File: config.mk
export PLATFORM = sky130hd
export DESIGN_NAME = bilbo_reg
export DESIGN_NICKNAME = d
export VERILOG_FILES = /design/src/rtl/bilbo_pkg.sv /design/src/rtl/bilbo_feedback.sv /design/src/rtl/bilbo_stage.sv /design/src/rtl/bilbo_reg.sv
export SDC_FILE = /design/constraint.sdc
export NUM_CORES = 1
export LEC_CHECK = 0
export BUFFER_PORTS_ARGS = -buffer_cell sky130_fd_sc_hd__buf_2
export CORE_AREA = 4 4 41 43
export DETAILED_ROUTE_END_ITERATION = 8
export DIE_AREA = 0 0 45 47
export GPL_TIMING_DRIVEN = 0
export SKIP_CTS_REPAIR_TIMING = 1
export SLEW_MARGIN = 20
export SYNTH_ARGS = -nofsm -noshare
export SYNTH_HDL_FRONTEND = slang
export SYNTH_SLANG_ARGS = --single-unit
File: constraint.sdc
create_clock -name clk -period 0.96 [get_ports clk]
set_input_delay 0.192 -clock clk [delete_from_list [all_inputs] [get_ports clk]]
set_output_delay 0.192 -clock clk [all_outputs]
set_load 0.1 [all_outputs]
File: src/rtl/bilbo_pkg.sv
package bilbo_pkg;

   typedef enum logic [1:0] {
      MODE_SHIFT = 2'b00,
      MODE_SIG   = 2'b01,
      MODE_CLEAR = 2'b10,
      MODE_LOAD  = 2'b11
   } bilbo_mode_e;

   localparam int MIN_TABLE_W = 2;
   localparam int MAX_TABLE_W = 16;

   // Primitive feedback masks: bit k set means stage k feeds the XOR.
   function automatic logic [63:0] table_taps(input int w);
      logic [63:0] m;
      m = '0;
      case (w)
         2:  m = 64'h0003;
         3:  m = 64'h0005;
         4:  m = 64'h0009;
         5:  m = 64'h0012;
         6:  m = 64'h0021;
         7:  m = 64'h0041;
         8:  m = 64'h00B8;
         9:  m = 64'h0108;
         10: m = 64'h0204;
         11: m = 64'h0402;
         12: m = 64'h0829;
         13: m = 64'h100D;
         14: m = 64'h2015;
         15: m = 64'h4001;
         16: m = 64'hD008;
         default: m = '0;
      endcase
      return m;
   endfunction

endpackage

File: src/rtl/bilbo_feedback.sv
module bilbo_feedback #(
   parameter int               WIDTH = 8,
   parameter logic [WIDTH-1:0] TAPS  = '0
) (
   input  logic [WIDTH-1:0] state,
   output logic             fb
);
   localparam int NTAPS = $countones(TAPS);

   generate
      if (NTAPS == 2) begin : g_pair
         localparam int HI = WIDTH - 1;
         logic [WIDTH-1:0] low_mask;
         assign low_mask = TAPS & ~(WIDTH'(1) << HI);
         assign fb = state[HI] ^ (|(state & low_mask));
      end else begin : g_tree
         assign fb = ^(state & TAPS);
      end
   endgenerate
endmodule

File: src/rtl/bilbo_stage.sv
module bilbo_stage
   import bilbo_pkg::*;
(
   input  logic        clk,
   input  bilbo_mode_e mode,
   input  logic        d,
   input  logic        chain,
   output logic        q
);
   always_ff @(posedge clk) begin
      unique case (mode)
         MODE_CLEAR: q <= 1'b0;
         MODE_LOAD:  q <= d;
         MODE_SHIFT: q <= chain;
         MODE_SIG:   q <= chain ^ d;
         default:    q <= 1'b0;
      endcase
   end
endmodule

File: src/rtl/bilbo_reg.sv
module bilbo_reg
   import bilbo_pkg::*;
#(
   parameter int               WIDTH    = 8,
   parameter logic [WIDTH-1:0] TAP_MASK = '0
) (
   input  logic             clk,
   input  logic             mode_c0,
   input  logic             mode_c1,
   input  logic [WIDTH-1:0] par_in,
   output logic [WIDTH-1:0] par_out,
   input  logic             scan_in,
   output logic             scan_out
);
   localparam logic [63:0]      TABLE_MASK = table_taps(WIDTH);
   localparam bit               USE_TABLE  = (TAP_MASK == '0);
   localparam logic [WIDTH-1:0] TAPS       = USE_TABLE ? TABLE_MASK[WIDTH-1:0] : TAP_MASK;

   generate
      if (WIDTH < MIN_TABLE_W) begin : g_bad_width
         $error("bilbo_reg: WIDTH must be at least %0d", MIN_TABLE_W);
      end
      if (USE_TABLE && WIDTH > MAX_TABLE_W) begin : g_no_table
         $error("bilbo_reg: no built-in taps above width %0d, give TAP_MASK", MAX_TABLE_W);
      end
      if (!TAPS[WIDTH-1]) begin : g_bad_taps
         $error("bilbo_reg: tap mask must include the last stage");
      end
   endgenerate

   bilbo_mode_e      mode;
   logic             fb;
   logic             head;
   logic [WIDTH-1:0] chain;
   logic [WIDTH-1:0] q;

   assign mode = bilbo_mode_e'({mode_c1, mode_c0});

   bilbo_feedback #(.WIDTH(WIDTH), .TAPS(TAPS)) u_fb (
      .state(q),
      .fb   (fb)
   );

   assign head = (mode == MODE_SHIFT) ? scan_in : fb;

   genvar i;
   generate
      for (i = 0; i < WIDTH; i++) begin : g_stage
         if (i == 0) begin : g_head
            assign chain[i] = head;
         end else begin : g_body
            assign chain[i] = q[i-1];
         end
         bilbo_stage u_stage (
            .clk  (clk),
            .mode (mode),
            .d    (par_in[i]),
            .chain(chain[i]),
            .q    (q[i])
         );
      end
   endgenerate

   assign par_out  = q;
   assign scan_out = q[WIDTH-1];
endmodule

==> results of run 1 <==
layer usage:
metal  wire length [µm]  global-route usage  vias to the layer above
met5                  0                   0                        -
met4                  5             0.05263                        0
met3                 72             0.03831                        2
met2                420              0.1271                       15
met1                379              0.1142                      149
li1                   -                   -                      179
cell usage after synthesis:
master,number,share of area
nor4b_1,1,0.021
nor2b_2,1,0.021
nand2_1,7,0.062
dfxtp_1,8,0.38
a31oi_1,1,0.015
xnor2_1,10,0.21
nor3b_1,1,0.018
nor2b_1,6,0.088
clkbuf_1,1,0.0088
nand3b_1,1,0.018
nand3_1,1,0.012
buf_4,9,0.16
critical path: stages (launching register included):
cell,delay (ns)
dfxtp_4,0.36
buf_6,0.12
buf_12,0.15
power by group through the flow:
stage	Clock (mW)	Combinational, mW	Sequential [mW]
finish	0.280	0.979	0.472
global route	0.303	1.02	0.489
CTS	0.298	0.775	0.433
detailed placement	0	0.773	0.437
global placement	0	0.770	0.436
floorplan	0	0.640	0.471
path summary, 6_finish.rpt:
path                             start                   end  slack (ns)  depth (start not counted)
setup reg to reg  g_stage[7].u_stage.q  g_stage[0].u_stage.q       -0.11                          4
setup / recovery  g_stage[5].u_stage.q            par_out[5]       -0.12                          2
hold reg to reg   g_stage[6].u_stage.q  g_stage[7].u_stage.q        0.60                          2
hold / removal               par_in[7]  g_stage[7].u_stage.q        0.19                          3
kinds of logic (layout without fill, tap and decap cells):
logic type,after synthesis,after routing,synth area share
and+or+nand+nor,18,18,0.2376
xor gates and xnor gates,10,10,0.2053
buffers and inverters,10,29,0.1671
DFF,8,8,0.3754
AOI/OAI and AO/OA,1,1,0.01467
layout make-up:
class / instances / area [µm²]
Fill cell: 118 / 571.8
Multi-Input combinational cell: 29 / 224.0
Timing Repair Buffer: 19 / 221.5
Sequential cell: 8 / 182.7
Buffer: 6 / 56.30
Clock buffer: 4 / 26.28
Tap cell: 15 / 18.77
==> parameters.txt, run 1 <==
Parameter                              Value

Status
  Status ... complete, but fails checks
  Violations in the final reports ... setup timing

STA
  Setup slack after layout ... -0.1161 ns
  Setup skew after layout ... between 0.005 and 0.006 ns
  Highest achievable clock rate ... between 900 and 1000 MHz
  Final Hold Slack ... 0.1876 ns
  Final worst path period share ... 1.121
  Worst Tran Pin Value ... 0.4085 ns
  Setup tns final ... -0.6479 ns
  Post-route minimum period ... 1.076 ns
  Max-slew violation count ... 0
  Count of endpoints failing setup in the final report ... 9
  Endpoints failing hold ... 0
  Normalized max-slew margin ... 0.7277
  Setup repair after global routing missed its margin ... true

Critical path
  Kind of start point of the critical path ... flop
  Crit end category ... primary output
  CP Max Fanout ... 3
  Worst path arrival time ... 0.88 ns
  Start-to-end type of the worst setup path ... reg -> out
  Required time of the critical path ... 0.77 ns

Global route
  Wire length of the first global-routing pass ... 1324 µm
  Number of antenna violations at the first check in global routing ... 0
  Maximum number of pins on one net before global-route repair ... 11
  Vias in the first global route ... 311
  Overall overflow remaining after global route ... 0
  GRT Resource Usage Total ... 0.09019

Die
  Area of the placeable core ... ~0.0013 mm²
  Number of ports placed on the die boundary ... 21
  Die footprint ... roughly 0.0021 mm²
  Starting utilization of the core area ... 0.3279
  Die boundary width ... roughly 45 µm
  Placement Rows ... 13
  Chip Height ... ~47 µm

Yosys
  Cells after Synth ... between 40 and 50
  Area of the mapped netlist ... approximately 430 µm²
  Flops & latches, synth ... 8
  Share of the yosys chip area belonging to registers ... 0.3754
  Post-Syn Nets ... 59
  Distinct cell type count of the synthesized netlist ... 12
  Post-Synthesis Mean Instance Area ... 9.078 µm²
  Yosys warning total ... 0

Layout
  Cell Count, Final, Fillers Out ... approximately 80
  Max FFs per register ... 8
  Biggest regs ... g_stage.u_stage.q x8
  Post-route core utilization ... 0.5606
  Area grow syn2layout ... 70.97%
  Leading cell type in the layout, fill and taps excluded ... buf_2
  Register ranked first by flip-flop count ... g_stage.u_stage.q
  Ant diodes ... 0
  Number of nets in the final layout ... 79
  Leading cell types in the layout, fill and taps excluded ... 10 x buf_2, 8 x buf_12, 7 x nand2_1, 7 x xnor2_1, 6 x nor2b_1
  Finished layout cell area ... ~730 µm²
  Fraction of final layout cells with drive strength greater than 1 ... 0.6061

Placement
  Minimum setup slack after placement ... -0.1449 ns
  Routability-driven placement congestion ratio ... between 0.5 and 0.6
  Area after DPL ... between 500 and 600 µm²
  Number of placed instances with taps included ... 81
  Port buffer count ... 19
  DP Wirelength ... approximately 610 µm

Clock network
  Num CTS Buffers ... 3
  TritonCTS sink count ... 8
  Max clock buf depth ... 2
  Clock tree from TritonCTS ... yes
  Clock Pin Slew Worst Setup and Hold Paths ... 0.06 ns
  Worst-Skew Late Latency ... about 0.25 ns
  Root buffer cell ... clkbuf_4
  Number of H-tree levels ... 1

Run
  Max-cap violation count ... 0

Route
  Detailed-route via count ... approximately 350
  Initial detailed-routing violation count ... 0
  Count of TritonRoute iterations in the first routing pass ... 1
  Final routed wirelength across all metal layers ... between 800 and 900 µm
  Routed via count divided by cell count ... ~4.3
  Remaining antenna violation count ... 0
  Post-route DRC ... 0
  Average wire per standard cell ... about 11 µm

Pwr
  Sw power ... between 0.7 and 0.8 mW
  Worst VDD drop ... roughly 0.0012 V
  Clock network power share ... 0.162
  Power density over the cells ... between 2000 and 2500 mW/mm²
  Share of total power in combinational logic ... 0.566
  Leakage power total ... 0.3077 nW
  Switching share of total power ... 0.4426
  Sequential power share ... 0.273
  Pwr Total ... 1.731 mW
  Internal Dissipation ... between 0.9 and 1 mW

Worst hold path
  Hold WC Path Type ... in -> reg
Note: power is estimated with default switching activity, not from simulation.
==> inputs of run 2 (changes only) <==
SKIP_CTS_REPAIR_TIMING = default   (was 1)
==> parameters.txt, run 2 (synthesized netlist as in run 1, its figures left out) <==
Parameter                              Value

Pwr
  Leakage power total ... 0.3137 nW (+1.9%)
  Internal Dissipation ... 0.9735 mW (+0.91%)
  Clock network power share ... 0.161 (about the same)
  Share of total power in combinational logic ... 0.568 (+0.002)
  Sw power ... 0.7716 mW (+0.72%)
  Power density over the cells ... 2364 mW/mm² (-0.37%)
  Switching share of total power ... 0.4421 (-0.0004492)
  Sequential power share ... 0.271 (-0.002)
  Worst VDD drop ... 0.001043 V (-16%)

Status
  Violations in the final reports ... setup timing
  Status ... complete, but fails checks

Die
  Chip Height ... 47 µm (unchanged)
  Area of the placeable core ... 0.001301 mm² (unchanged)
  Starting utilization of the core area ... 0.3279 (unchanged)
  Die boundary width ... 45 µm (unchanged)
  Number of ports placed on the die boundary ... 21 (unchanged)
  Placement Rows ... 13 (unchanged)
  Die footprint ... 0.002115 mm² (unchanged)

Layout
  Finished layout cell area ... 738.2 µm² (+1.2%)
  Max FFs per register ... 8 (unchanged)
  Area grow syn2layout ... 73.02%
  Fraction of final layout cells with drive strength greater than 1 ... 0.6119 (+0.005880)
  Register ranked first by flip-flop count ... g_stage.u_stage.q
  Leading cell types in the layout, fill and taps excluded ... 10 x buf_2, 8 x buf_12, 7 x nand2_1, 7 x xnor2_1, 6 x nor2b_1
  Leading cell type in the layout, fill and taps excluded ... buf_2
  Number of nets in the final layout ... 80 (+1.3%)
  Filler instances ... 118 (unchanged)
  Post-route core utilization ... 0.5673 (+0.006731)
  Biggest regs ... g_stage.u_stage.q x8
  Ant diodes ... 0 (unchanged)

Run
  Max-cap violation count ... 0 (unchanged)

Clock network
  Clock tree from TritonCTS ... yes
  Worst-Skew Late Latency ... 0.25 ns (about the same)
  Total of hold buffers inserted after clock tree synthesis ... 0
  Num CTS Buffers ... 3 (unchanged)
  Clock Pin Slew Worst Setup and Hold Paths ... 0.06 ns (about the same)
  Root buffer cell ... clkbuf_4
  Max clock buf depth ... 2 (unchanged)
  Number of H-tree levels ... 1 (unchanged)
  TritonCTS sink count ... 8 (unchanged)

STA
  Endpoints failing hold ... 0 (unchanged)
  Setup skew after layout ... 0.005939 ns (+0.0008571 ns)
  Setup repair after global routing missed its margin ... true
  Final worst path period share ... 1.132 (+0.01086)
  Max-slew violation count ... 0 (unchanged)
  Post-route minimum period ... 1.086 ns (+0.01043 ns)
  Setup slack after layout ... -0.1265 ns (-0.01043 ns)
  Normalized max-slew margin ... 0.7270 (about the same)
  Worst Tran Pin Value ... 0.4096 ns (+0.001055 ns)
  Highest achievable clock rate ... 920.4 MHz (-0.96%)
  Count of endpoints failing setup in the final report ... 9 (unchanged)

Critical path
  CP Max Fanout ... 3 (unchanged)
  Kind of start point of the critical path ... flop
  Reg-to-reg critical path startpoint ... g_stage[7].u_stage.q
  Buffers plus inverters on the worst setup path ... 2 (unchanged)
  Worst path arrival time ... 0.89 ns (about the same)
  Required time of the critical path ... 0.77 ns (about the same)
  Crit end category ... primary output
  Top delay family on crit path ... flip-flops
  Largest stage delay on the critical path ... 0.38 ns (+0.02 ns)
  Max stage delay cell, worst path ... dfxtp_4
  Start-to-end type of the worst setup path ... reg -> out
  Worst setup path startpoint ... g_stage[7].u_stage.q
  Cells along the critical path ... buf_6, buf_12

Placement
  Port buffer count ... 19 (unchanged)
  DP Wirelength ... 608.2 µm (unchanged)
  Minimum setup slack after placement ... -0.1449 ns (unchanged)
  Routability-driven placement congestion ratio ... 0.5956 (unchanged)
  Area after DPL ... 551.8 µm² (unchanged)

Worst hold path
  Hold path start ... par_in[7]
  Hold WC Path Type ... in -> reg

Global route
  Wire length of the first global-routing pass ... 1538 µm (+16%)
  GRT Resource Usage Total ... 0.1069 (+0.01670)
  Overall overflow remaining after global route ... 0 (unchanged)
  Vias in the first global route ... 334 (+7.4%)
  Maximum number of pins on one net before global-route repair ... 11 (unchanged)
  Number of antenna violations at the first check in global routing ... 0 (unchanged)

Route
  Final routed wirelength across all metal layers ... 920 µm (+4.8%)
  Count of TritonRoute iterations in the first routing pass ... 1 (unchanged)
  Initial detailed-routing violation count ... 0 (unchanged)
  Detailed-route via count ... 346 (+0.29%)
  Remaining antenna violation count ... 0 (unchanged)
  Post-route DRC ... 0 (unchanged)
  Routed via count divided by cell count ... 4.220 (-0.93%)
  Average wire per standard cell ... 11.22 µm (+3.5%)
-- run 2: cell types whose count changed in the layout (fill, tap and decap cells not counted), sizes merged --
cell,previous run,this run
buf,24,25
-- run 2: power groups by stage --
stage	clock (mW)	combinational, mW	sequential (mW)
4_1_cts	0.298	0.959	0.468
5_1_grt	0.302	1.03	0.484
6_report	0.280	0.992	0.473
3_3_place_gp	0	0.770	0.436
3_5_place_dp	0	0.773	0.437
2_1_floorplan	0	0.640	0.471
-- run 2: timing repair --
action / 4_1_cts / 5_1_grt
setup buffers: 1 / 0
setup endpoints to repair: 10 / 10
resized for setup: 47 / 5
pin swaps: 0 / 2
-- run 2: cell type report --
type                    count  area [µm²]  area share
clock buffers               4       26.28     0.03559
repair buffers             20       232.7      0.3153
multi-input cells          29       224.0      0.3034
well taps                  15       18.77     0.02542
flip-flops and latches      8       180.2      0.2441
plain buffers               6       56.30     0.07627
-- run 2: worst min-delay path: stages --
cell	delay, ns
buf_2	0.09
nand2_1	0.06
xnor2_1	0.06
-- run 2: path summary, 6_finish.rpt --
path / endpoint / slack [ns] / cells after the start
hold reg to reg: g_stage[7].u_stage.q / 0.60 / 2
setup / recovery: par_out[7] / -0.13 / 2
setup reg to reg: g_stage[0].u_stage.q / -0.09 / 4
hold / removal: g_stage[7].u_stage.q / 0.19 / 3
-- run 2: routing by layer --
| layer | wire, µm | vias to the layer above | share of wire | track usage |
|---|---|---|---|---|
| li1 | - | 181 | - | - |
| met1 | 371 | 148 | 0.40 | 0.1304 |
| met2 | 465 | 15 | 0.51 | 0.1638 |
| met3 | 78 | 2 | 0.085 | 0.04215 |
| met4 | 5 | 0 | 0.0054 | 0.05263 |
| met5 | 0 | - | 0 | 0 |
-- run 2: through the flow --
step	hold slack (ns)	power, mW	setup TNS [ns]	std cells
6_report	0.1870	1.745	-0.6517	82
3_5_place_dp	0.4554	1.210	-0.9707	81
5_1_grt	0.1956	1.816	-0.9691	82
4_1_cts	0.1761	1.725	-0.7713	82
3_3_place_gp	0.4526	1.206	-0.8271	81
2_1_floorplan	0.3367	1.111	-0.3073	47
